## config.mk

```make
export PLATFORM = sky130hd
export DESIGN_NAME = mode_summary_unit
export DESIGN_NICKNAME = d
export VERILOG_FILES = /design/src/rtl/mode_pkg.sv /design/src/rtl/mode_rst_sync.sv /design/src/rtl/mode_classifier.sv /design/src/rtl/mode_size_resolver.sv /design/src/rtl/mode_summary_reg.sv /design/src/rtl/mode_summary_unit.sv
export SDC_FILE = /design/constraint.sdc
export NUM_CORES = 1
export LEC_CHECK = 0
export BUFFER_PORTS_ARGS = -buffer_cell sky130_fd_sc_hd__buf_2
export CORE_MARGIN = 8
export CORE_UTILIZATION = 25
export DETAILED_ROUTE_END_ITERATION = 6
export SETUP_SLACK_MARGIN = 0.4
export SLEW_MARGIN = 20
export SYNTH_ARGS = -nofsm -noshare
export SYNTH_HDL_FRONTEND = slang
export SYNTH_SLANG_ARGS = --single-unit
```

## constraint.sdc

```tcl
create_clock -name clk -period 2 [get_ports clk]
set_input_delay 0.3 -clock clk [delete_from_list [all_inputs] [get_ports clk]]
set_output_delay 0.3 -clock clk [all_outputs]
set_load 0.1 [all_outputs]
```

## src/rtl/mode_pkg.sv

```systemverilog
package mode_pkg;

  localparam int DPL_W   = 2;
  localparam int SIZE_W  = 2;
  localparam int SUB_W   = 3;

  typedef enum logic {
    MODE_LEGACY = 1'b0,
    MODE_LONG   = 1'b1
  } exec_mode_e;

  typedef enum logic [SUB_W-1:0] {
    SUB_64     = 3'd0,
    SUB_COMPAT = 3'd1,
    SUB_PROT   = 3'd2,
    SUB_V86    = 3'd3,
    SUB_REAL   = 3'd4
  } exec_sub_e;

  localparam logic [SIZE_W-1:0] SZ_16 = 2'd1;
  localparam logic [SIZE_W-1:0] SZ_32 = 2'd2;
  localparam logic [SIZE_W-1:0] SZ_64 = 2'd3;

  typedef struct packed {
    logic             lma;
    logic             pe;
    logic             pg;
    logic             cs_long;
    logic             cs_big;
    logic [DPL_W-1:0] dpl;
    logic             ss_big;
    logic             vm;
  } src_t;

  typedef struct packed {
    exec_mode_e        mode;
    exec_sub_e         sub;
    logic [DPL_W-1:0]  cpl;
    logic              paging;
    logic              prot;
    logic [SIZE_W-1:0] op_def;
    logic [SIZE_W-1:0] op_alt;
    logic [SIZE_W-1:0] addr_def;
    logic [SIZE_W-1:0] addr_alt;
    logic [SIZE_W-1:0] stack;
  } summary_t;

  localparam int SRC_W = $bits(src_t);
  localparam int SUM_W = $bits(summary_t);

endpackage

```

## src/rtl/mode_rst_sync.sv

```systemverilog
module mode_rst_sync #(
  parameter int STAGES = 2
) (
  input  logic clk,
  input  logic rst_n,
  output logic rst_sync_n
);
  logic [STAGES-1:0] chain_q;

  always_ff @(posedge clk or negedge rst_n) begin
    if (!rst_n) chain_q <= '0;
    else        chain_q <= {chain_q[STAGES-2:0], 1'b1};
  end

  assign rst_sync_n = chain_q[STAGES-1];
endmodule

```

## src/rtl/mode_classifier.sv

```systemverilog
module mode_classifier
  import mode_pkg::*;
(
  input  logic       clk,
  input  logic       rst_n,
  input  src_t       src,
  output exec_mode_e mode,
  output exec_sub_e  sub
);
  always_comb begin
    if (src.lma) begin
      mode = MODE_LONG;
      sub  = src.cs_long ? SUB_64 : SUB_COMPAT;
    end else begin
      mode = MODE_LEGACY;
      if (!src.pe)     sub = SUB_REAL;
      else if (src.vm) sub = SUB_V86;
      else             sub = SUB_PROT;
    end
  end

  AST_LONG_SUBSET: assert property (@(posedge clk) disable iff (!rst_n)
    (mode == MODE_LONG) |-> (sub == SUB_64 || sub == SUB_COMPAT));
  AST_LEGACY_SUBSET: assert property (@(posedge clk) disable iff (!rst_n)
    (mode == MODE_LEGACY) |-> (sub == SUB_REAL || sub == SUB_V86 || sub == SUB_PROT));
endmodule

```

## src/rtl/mode_size_resolver.sv

```systemverilog
module mode_size_resolver
  import mode_pkg::*;
(
  input  logic              clk,
  input  logic              rst_n,
  input  exec_sub_e         sub,
  input  logic              cs_big,
  input  logic              ss_big,
  output logic [SIZE_W-1:0] op_def,
  output logic [SIZE_W-1:0] op_alt,
  output logic [SIZE_W-1:0] addr_def,
  output logic [SIZE_W-1:0] addr_alt,
  output logic [SIZE_W-1:0] stack
);
  logic is64;
  assign is64 = (sub == SUB_64);

  always_comb begin
    if (is64 || cs_big) begin
      op_def = SZ_32;
      op_alt = SZ_16;
    end else begin
      op_def = SZ_16;
      op_alt = SZ_32;
    end
  end

  always_comb begin
    if (is64) begin
      addr_def = SZ_64;
      addr_alt = SZ_32;
    end else if (cs_big) begin
      addr_def = SZ_32;
      addr_alt = SZ_16;
    end else begin
      addr_def = SZ_16;
      addr_alt = SZ_32;
    end
  end

  always_comb begin
    if (is64)        stack = SZ_64;
    else if (ss_big) stack = SZ_32;
    else             stack = SZ_16;
  end

  AST_OP_DISTINCT: assert property (@(posedge clk) disable iff (!rst_n)
    (op_def != op_alt) && (op_def != SZ_64) && (op_alt != SZ_64));
  AST_ADDR_DISTINCT: assert property (@(posedge clk) disable iff (!rst_n)
    (addr_def != addr_alt) && (addr_def != 2'd0) && (addr_alt != 2'd0));
  AST_STACK_LEGAL: assert property (@(posedge clk) disable iff (!rst_n)
    (stack != 2'd0) && ((stack == SZ_64) == (addr_def == SZ_64)));
endmodule

```

## src/rtl/mode_summary_reg.sv

```systemverilog
module mode_summary_reg
  import mode_pkg::*;
(
  input  logic     clk,
  input  logic     rst_n,
  input  src_t     src,
  input  logic     kick,
  input  summary_t sum_next,
  output summary_t sum_q,
  output logic     valid_q
);
  src_t     snap_q, snap_d;
  summary_t sum_d;
  logic     valid_d;
  logic     changed, load;

  localparam summary_t SUM_RST = '{
    mode: MODE_LEGACY, sub: SUB_REAL, cpl: '0, paging: 1'b0, prot: 1'b0,
    op_def: SZ_16, op_alt: SZ_32, addr_def: SZ_16, addr_alt: SZ_32, stack: SZ_16};

  assign changed = (src != snap_q);
  assign load    = changed | kick;

  always_comb begin
    snap_d  = snap_q;
    sum_d   = sum_q;
    valid_d = load;
    if (load) begin
      snap_d = src;
      sum_d  = sum_next;
    end
  end

  always_ff @(posedge clk or negedge rst_n) begin
    if (!rst_n) begin
      snap_q  <= '0;
      sum_q   <= SUM_RST;
      valid_q <= 1'b0;
    end else begin
      snap_q  <= snap_d;
      sum_q   <= sum_d;
      valid_q <= valid_d;
    end
  end

  AST_HOLD_QUIET: assert property (@(posedge clk) disable iff (!rst_n)
    !valid_q |-> $stable(sum_q));
  AST_CHANGE_PULSE: assert property (@(posedge clk) disable iff (!rst_n)
    (src != snap_q) |=> valid_q);
  AST_KICK_PULSE: assert property (@(posedge clk) disable iff (!rst_n)
    kick |=> valid_q);
endmodule

```

## src/rtl/mode_summary_unit.sv

```systemverilog
module mode_summary_unit
  import mode_pkg::*;
#(
  parameter int KICK_W = 32
) (
  input  logic              clk,
  input  logic              rst_n,
  input  logic              lma_i,
  input  logic              pe_i,
  input  logic              pg_i,
  input  logic              cs_long_i,
  input  logic              cs_big_i,
  input  logic [DPL_W-1:0]  cs_dpl_i,
  input  logic              ss_big_i,
  input  logic              vm_i,
  input  logic              kick_i,
  input  logic [KICK_W-1:0] kick_data_i,
  output logic              mode_o,
  output logic [SUB_W-1:0]  submode_o,
  output logic [DPL_W-1:0]  cpl_o,
  output logic              paging_o,
  output logic              prot_o,
  output logic [SIZE_W-1:0] op_def_o,
  output logic [SIZE_W-1:0] op_alt_o,
  output logic [SIZE_W-1:0] addr_def_o,
  output logic [SIZE_W-1:0] addr_alt_o,
  output logic [SIZE_W-1:0] stack_o,
  output logic              upd_valid_o
);
  logic       rst_sync_n;
  src_t       src;
  exec_mode_e mode_c;
  exec_sub_e  sub_c;
  summary_t   sum_next, sum_q;
  logic       kick_unused;

  assign kick_unused = ^kick_data_i;

  assign src = '{lma: lma_i, pe: pe_i, pg: pg_i, cs_long: cs_long_i,
                 cs_big: cs_big_i, dpl: cs_dpl_i, ss_big: ss_big_i, vm: vm_i};

  mode_rst_sync #(.STAGES(2)) u_rst (
    .clk(clk), .rst_n(rst_n), .rst_sync_n(rst_sync_n));

  mode_classifier u_cls (
    .clk(clk), .rst_n(rst_sync_n), .src(src), .mode(mode_c), .sub(sub_c));

  mode_size_resolver u_size (
    .clk(clk), .rst_n(rst_sync_n), .sub(sub_c),
    .cs_big(src.cs_big), .ss_big(src.ss_big),
    .op_def(sum_next.op_def), .op_alt(sum_next.op_alt),
    .addr_def(sum_next.addr_def), .addr_alt(sum_next.addr_alt),
    .stack(sum_next.stack));

  assign sum_next.mode   = mode_c;
  assign sum_next.sub    = sub_c;
  assign sum_next.cpl    = src.dpl;
  assign sum_next.paging = src.pg;
  assign sum_next.prot   = src.pe;

  mode_summary_reg u_reg (
    .clk(clk), .rst_n(rst_sync_n), .src(src), .kick(kick_i),
    .sum_next(sum_next), .sum_q(sum_q), .valid_q(upd_valid_o));

  assign mode_o     = sum_q.mode;
  assign submode_o  = sum_q.sub;
  assign cpl_o      = sum_q.cpl;
  assign paging_o   = sum_q.paging;
  assign prot_o     = sum_q.prot;
  assign op_def_o   = sum_q.op_def;
  assign op_alt_o   = sum_q.op_alt;
  assign addr_def_o = sum_q.addr_def;
  assign addr_alt_o = sum_q.addr_alt;
  assign stack_o    = sum_q.stack;

  AST_CPL_FOLLOWS: assert property (@(posedge clk) disable iff (!rst_sync_n)
    upd_valid_o |-> (cpl_o == $past(cs_dpl_i) && paging_o == $past(pg_i)
                     && prot_o == $past(pe_i)));
  AST_LONG_MODE: assert property (@(posedge clk) disable iff (!rst_sync_n)
    upd_valid_o |-> (mode_o == $past(lma_i)));
  AST_RESET_QUIET: assert property (@(posedge clk)
    !rst_sync_n |-> !upd_valid_o);
endmodule

```

Yosys cells after proc, flatten, opt, wreduce, memory -nomap -nowiden. Cells that the tools add are included. W data, S select, Z words.

Register bits: 26. Output and inout port bits: 19. Logic and storage cells: 34.

Equal/unequal tests: 1. Mux-type cells: 13. Bitwise logic cells: 1. Reduce and logical (&&, ||, !) cells: 2.

Operators with widths (count): $mux W2 (8); $ne A9 B9 Y1 (1); $mux W3 (2); $logic_not A3 Y1 (1); $mux W1 (3); $logic_or A1 B1 Y1 (1); $or A1 B1 Y1 (1).

Longest topological paths before layout. Gate-level depths: netlist of run 1.

Word-level depth: 6. Depth in mapped cells: 5. Gate-level depth less buffers: 4.

Modules after synthesis. From an unflattened synthesis of run 1, not the netlist that was laid out.

Cell total of the unflattened synthesis: 88. Area total of the unflattened synthesis: 1273.7 um^2.

By module, submodules not included: mode_summary_reg (times used 1, cells an instance 69, area each 1108.6 um^2); mode_size_resolver (times used 1, cells an instance 11, area each 78.8 um^2); mode_rst_sync (times used 1, cells an instance 3, area each 53.8 um^2); mode_classifier (times used 1, cells an instance 5, area each 32.5 um^2).

Worst setup path after synthesis of run 1. No wires, ideal clock.

Kind: reg-to-reg. Start point: register u_reg.sum_q[11] (netlist name). End point: register u_reg.sum_q[14] (netlist name). Setup time: 126 ps. Arrival: 2144 ps. Path slack: -270 ps. Cell stages (with the launch flop): 6. Path buffers: 1. Path through: dfrtp_1 xnor2_1 nand4_1 or4_4 buf_6 mux2_4.

==> reports/metrics.yaml, run 1 <==
vias_per_cell: 3.972
layout_common_cells: "buf_2 (30), dfrtp_1 (14), xnor2_1 (7)"
synth_cell_types: 21
grt_max_degree: 21
fin_crit_sh: 0.9094
die_area_um2: 5970
overflow: 0
grt_antenna_before_repair: 0
powerDensity_nw_per_um2: 984.4
fp.coreArea_um2: 3633
clkLatencyLatePin_ps: 260
whs_ps: 158.6
drcViolationCount: 0
ir_drop_uv: 480.0
cts_made_buffers: 3
power.switching_w: 0.0003625
start_util: 0.2583
cp-start-kind: "flop"
wirelength_mm: 1.860
num-nets-final: 139
setup_ws_ps: 181.2
io-pin-count: 63
fin_crit_ps: 1819
drt_pass1_iterations: 3
clk_path_buf_depth: 2
die_h_um: 77.27
critPathRequiredTime_ps: 2140
power.total_w: 0.001157
skew_ps: 10.93
p_int_w: 0.0007941
utilization: 0.3233
drt_iter0_drc: 17
yosysSeqAreaShare: 0.5920
clkTransAtPathRegs_ps: 80
static-leakage-power_nw: 0.5769
worst_slew_pin_slew_ps: 798.3
cts_tree: "built"
cts_sinks: 22
rsz0062_at_grt: "yes"
drive_gt1_frac: 0.5638
wl_per_cell_um: 13.10
grt_pass1_vias: 665
tns_ps: 0
clock.fmax_mhz: 549.8
n_antenna_cell: 0
grt_usage: 0.06729
syn-num-nets: 116
placementRows: 22
ys_ff_latch: 22
relSlewSlack: 0.4678
min_path_type: "input pin to flop"
arrival_ps: 1960
synthesis.area_um2: 938.4
crit_fanout: 5
syn_area_per_cell_um2: 13.03
cts_max_level: 1
cts-root-buf: "clkbuf_8"
slew_violations: 0
io_buffers: 30
mostFrequentLayoutCell: "buf_2"
critPathKind: "flop to flop"
gp_congestion: 0.7392
status: "finished clean"
combPwrFrac: 0.221
drtAntennaViolNets: 0
area_delta_synth_final_pct: 25.20
syn-instance-count: 72
clockPowerShare: 0.351
switching_share: 0.3134
finalHoldViolCount: 0
synth_warnings: 0
dpl.hpwl_mm: 1.389
die_w_um: 77.27
seq_power_share: 0.427
cp-end-kind: "flop"
grt_pass1_wl_mm: 3.194
dp_slack_ps: 164.5
maxCapViolCount: 0
finalSetupViolCount: 0
via_count: 564
-- synth_stat cells --
cell           number  area [µm²]
dfrtp_1            18       450.4
clkbuf_1            8       30.03
xnor2_1             8       70.07
mux2_4              6       90.09
buf_4               5       37.54
dfstp_2             4       105.1
inv_1               4       15.01
mux2i_1             3       30.03
nand2_1             3       11.26
nand4_1             2       12.51
a21oi_1             1       5.000
a22o_1              1       8.760
buf_6               1       11.26
conb_1              1       3.750
dlygate4sd3_1       1       10.01
mux2_2              1       11.26
nand2b_1            1       6.260
nor2_1              1       3.750
nor2b_1             1       6.260
or4_4               1       11.26
xor2_1              1       8.760
-- cell families after synthesis --
family / share of synthesized area
other cells: 0.003996
mux: 0.1400
buf+inv: 0.1107
flops: 0.5920
xor+xnor: 0.08400
simple gates: 0.05467
compound gates: 0.01466
-- flip-flops by register name, summed over array words and instances, names as in the netlist --
| register | count |
|---|---|
| u_reg.sum_q | 14 |
| u_reg.valid_q | 1 |
| u_rst.chain_q | 2 |
| u_reg.snap_q | 5 |
-- per-layer routing --
| metal | vias to the layer above | GRT usage | share of wire |
|---|---|---|---|
| met1 | 274 | 0.07803 | 0.43 |
| met2 | 21 | 0.09857 | 0.46 |
| met4 | 0 | 0.02830 | 0.017 |
| met5 | - | 0 | 0 |
| li1 | 264 | - | - |
| met3 | 5 | 0.03846 | 0.092 |
-- layout make-up --
cell class / count / area (µm²)
Fill cell: 374 / 2459
Multi-Input combinational cell: 32 / 297.8
Sequential cell: 22 / 563.0
Clock buffer: 3 / 41.29
Clock inverter: 1 / 30.03
Inverter: 4 / 15.01
Tap cell: 48 / 60.06
Timing Repair Buffer: 32 / 167.7
-- path summary, 6_finish.rpt --
check | endpoint | slack (ps) | start | cells past startpoint
setup / recovery | u_reg.sum_q[15]$_DFFE_PN0P_ | 180 | u_reg.sum_q[11]$_DFFE_PN0P_ | 4
hold / removal | u_reg.sum_q[13]$_DFFE_PN0P_ | 160 | cs_dpl_i[1] | 1
setup reg to reg | u_reg.sum_q[15]$_DFFE_PN0P_ | 180 | u_reg.sum_q[11]$_DFFE_PN0P_ | 4
hold reg to reg | u_reg.sum_q[2]$_DFFE_PN0P_ | 320 | u_rst.chain_q[1]$_DFF_PN0_ | 0
max in group asynchronous | u_reg.sum_q[11]$_DFFE_PN0P_ | 1080 | u_rst.chain_q[1]$_DFF_PN0_ | 0
min in group asynchronous | u_reg.sum_q[2]$_DFFE_PN0P_ | 320 | u_rst.chain_q[1]$_DFF_PN0_ | 0
-- critical path, stage by stage (launching register included) --
cell	delay, ps
dfrtp_4	490
xnor2_2	120
nand4_1	180
or4_4	590
mux2_4	320
-- power by group through the flow --
| stage | Combinational, W | Clock [W] | Sequential [W] |
|---|---|---|---|
| finish | 0.000256 | 0.000406 | 0.000494 |
| CTS | 0.000259 | 0.000421 | 0.000496 |
| detailed placement | 0.000253 | 0 | 0.000504 |
| floorplan | 0.0000997 | 0 | 0.000619 |
| global placement | 0.000252 | 0 | 0.000502 |
| global route | 0.000268 | 0.000439 | 0.000500 |
-- per-stage QoR --
stage | area [µm²] | instances
2_1_floorplan | 945.9 | 72
3_3_place_gp | 1067 | 135
3_5_place_dp | 1067 | 135
4_1_cts | 1175 | 142
5_1_grt | 1175 | 142
6_report | 1175 | 142
-- what timing repair did --
action	in CTS	in global routing
endpoints found under the hold margin	2	0
cloned	1	0
setup buffers	1	0
hold buffers	1	0
setup endpoints to repair	10	11
gates resized for setup	2	0
pin swaps	1	0
(Power assumes the default switching activity.)
==> run 2, diff against run 1 <==
ABC_AREA = 1   (was default)
==> reports/metrics.yaml, run 2 <==
critPathMaxStageDelay_ps: 550  # -40 ps
syn-instance-count: 129  # +79%
synth_cell_types: 22  # +4.8%
drcViolationCount: 0  # unchanged
start_util: 0.2564  # -0.001899
whs_ps: 152.7  # -5.923 ps
synth_warnings: 0  # unchanged
grt_antenna_before_repair: 0  # unchanged
syn_area_per_cell_um2: 8.594  # -34%
worstPathCellList: "buf_2"
die_h_um: 82.59  # +6.9%
critPathKind: "flop to output port"
io_buffers: 30  # unchanged
async_flop_share: 1.000  # unchanged
ys_top_cells_by_count: "nand2_1 (31), dfrtp_1 (18), inv_1 (14), nand3_1 (10), o21bai_1 (8)"
fp.coreArea_um2: 4324  # +19%
synthesis.area_um2: 1109  # +18%
ir_drop_uv: 418.9  # -13%
gp_congestion: 0.7398  # about the same
regMostFlops: "u_reg.sum_q"
slew_violations: 0  # unchanged
clock.fmax_mhz: 652.3  # +19%
ys.flop_type: "dfrtp_1"
fin_crit_sh: 0.7665  # -0.1429
die_w_um: 82.59  # +6.9%
drtAntennaViolNets: 0  # unchanged
dp_slack_ps: 685.1  # +520.6 ps
yosysMostFrequentCell: "nand2_1"
grt_pass1_wl_mm: 3.567  # +12%
area_delta_synth_final_pct: 16.70
cts_resized: 0  # -2
utilization: 0.2992  # -0.02416
drt_iter0_drc: 42  # +25
drt_pass1_iterations: 4  # +1
cts_tree: "built"
status: "finished clean"
vias_per_cell: 4.010  # +0.96%
drive_gt1_frac: 0.3986  # -0.1652
grt_usage: 0.06937  # +0.002073
grt_pass1_vias: 766  # +15%
cp_top_family: "flip-flops"
n_antenna_cell: 0  # unchanged
min_path_type: "input pin to flop"
cp-end-kind: "output port"
critPathRequiredTime_ps: 1700  # -440 ps
cts_sinks: 22  # unchanged
wl_per_cell_um: 10.83  # -17%
arrival_ps: 1230  # -730 ps
setup_ws_ps: 467.0  # +285.9 ps
static-leakage-power_nw: 0.6556  # +14%
worst_slew_pin_slew_ps: 801.5  # +3.222 ps
grt_max_degree: 21  # unchanged
layout_common_cells: "nand2_1 (31), buf_2 (30), inv_1 (14), dfrtp_1 (14), nand3_1 (10)"
cts_made_buffers: 3  # unchanged
cts_max_level: 1  # unchanged
cts-root-buf: "clkbuf_8"
clkTransAtPathRegs_ps: 80  # about the same
wirelength_mm: 2.165  # +16%
synth-edff-count: 0  # unchanged
finalHoldViolCount: 0  # unchanged
path_buf_inv: 1  # +1
clkLatencyLatePin_ps: 260  # about the same
fin_crit_ps: 1533  # -285.9 ps
placementRows: 24  # +9.1%
cp-start-kind: "flop"
synth.largest_area_cell: "dfrtp_1"
skew_ps: 1.867  # -9.059 ps
num-nets-final: 193  # +39%
maxCapViolCount: 0  # unchanged
io-pin-count: 63  # unchanged
die_area_um2: 6821  # +14%
synthTopCellsByArea: "dfrtp_1 (41%), nand2_1 (10%), dfstp_2 (9.5%), o21bai_1 (5.4%), inv_1 (4.7%)"
dpl.hpwl_mm: 1.648  # +19%
crit_fanout: 3  # -2
overflow: 0  # unchanged
relSlewSlack: 0.4657  # -0.002148
post-synth-top-area-fraction: 0.4063  # -0.07368
post_cts_buffers: 0  # -1
powerDensity_nw_per_um2: 848.1  # -14%
largest_register_ffs: 14  # unchanged
reg_top3: "u_reg.sum_q (14), u_reg.snap_q (5), u_rst.chain_q (2)"
syn-num-nets: 173  # +49%
fillers: 484  # +29%
slowest_stage: "dfstp_2"
ys_ff_latch: 22  # unchanged
rsz0062_at_grt: "no"
yosysSeqAreaShare: 0.5011  # -0.09087
tns_ps: 0  # unchanged
mostFrequentLayoutCell: "nand2_1"
via_count: 802  # +42%
clk_path_buf_depth: 2  # unchanged
finalSetupViolCount: 0  # unchanged
run 2: cell count changes after synthesis, moves of 2 or more:
cell      delta
nand2_1     +28
inv_1       +10
nand3_1     +10
o21bai_1     +8
inv_2        +6
mux2_4       -6
nor2_1       +6
xnor2_1      -6
mux2i_1      -3
nand2_2      +3
nor2_2       +3
nand4_1      -2
nor2_4       +2
run 2: layout make-up:
class / instances / area [µm²] / share of cell area
well taps: 52 / 65.06 / 0.05029
flip-flops and latches: 22 / 560.5 / 0.4333
inverters: 20 / 75.07 / 0.05803
repair buffers: 31 / 160.2 / 0.1238
clock buffers: 4 / 55.05 / 0.04255
multi-input cells: 71 / 377.9 / 0.2921
run 2: report_power, final:
| part | total [W] | switching, W | internal, W |
|---|---|---|---|
| Combinational | 0.000286 | 0.000234 | 0.0000524 |
| Clock | 0.000317 | 0.000142 | 0.000175 |
| Sequential | 0.000494 | 0.0000204 | 0.000473 |
run 2: repair_timing:
item                                   4_1_cts  5_1_grt
hold buffers                                 1        0
setup endpoints to repair                    0        0
endpoints found under the hold margin        2        0
run 2: worst paths after layout:
| kind | startpoint | depth (start not counted) | slack, ps | endpoint |
|---|---|---|---|---|
| setup / recovery | u_reg.sum_q[4]$_DFFE_PN1P_ | 1 | 470 | addr_alt_o[1] |
| hold / removal | cs_dpl_i[0] | 1 | 150 | u_reg.sum_q[12]$_DFFE_PN0P_ |
| setup reg to reg | u_reg.sum_q[11]$_DFFE_PN0P_ | 5 | 700 | u_reg.sum_q[15]$_DFFE_PN0P_ |
| hold reg to reg | u_rst.chain_q[1]$_DFF_PN0_ | 0 | 340 | u_reg.snap_q[1]$_DFFE_PN0P_ |
| max in group asynchronous | u_rst.chain_q[1]$_DFF_PN0_ | 0 | 1120 | u_reg.sum_q[6]$_DFFE_PN0P_ |
| min in group asynchronous | rst_n | 2 | 340 | u_rst.chain_q[1]$_DFF_PN0_ |
run 2: cells by family after synthesis:
group	Yosys count	share of synthesized area
DFF	22	0.5011
xor gates and xnor gates	2	0.01580
and+or+nand+nor	58	0.2528
other	1	0.003383
AOI/OAI and AO/OA	10	0.06885
buffers and inverters	36	0.1580
run 2: per-stage QoR:
step	power, W	std cells	area (µm²)
global placement	0.0007882	195	1229
floorplan	0.0007520	129	1114
global route	0.001156	200	1294
detailed placement	0.0007903	195	1229
finish	0.001097	200	1294
CTS	0.001120	200	1294
run 2: routing by layer:
layer / wire [µm] / vias up / track usage / share of wire
met3: 209 / 4 / 0.02922 / 0.097
met2: 879 / 30 / 0.09789 / 0.41
met4: 34 / 0 / 0.03103 / 0.016
met5: 0 / - / 0 / 0
li1: - / 413 / - / -
met1: 1042 / 355 / 0.08986 / 0.48
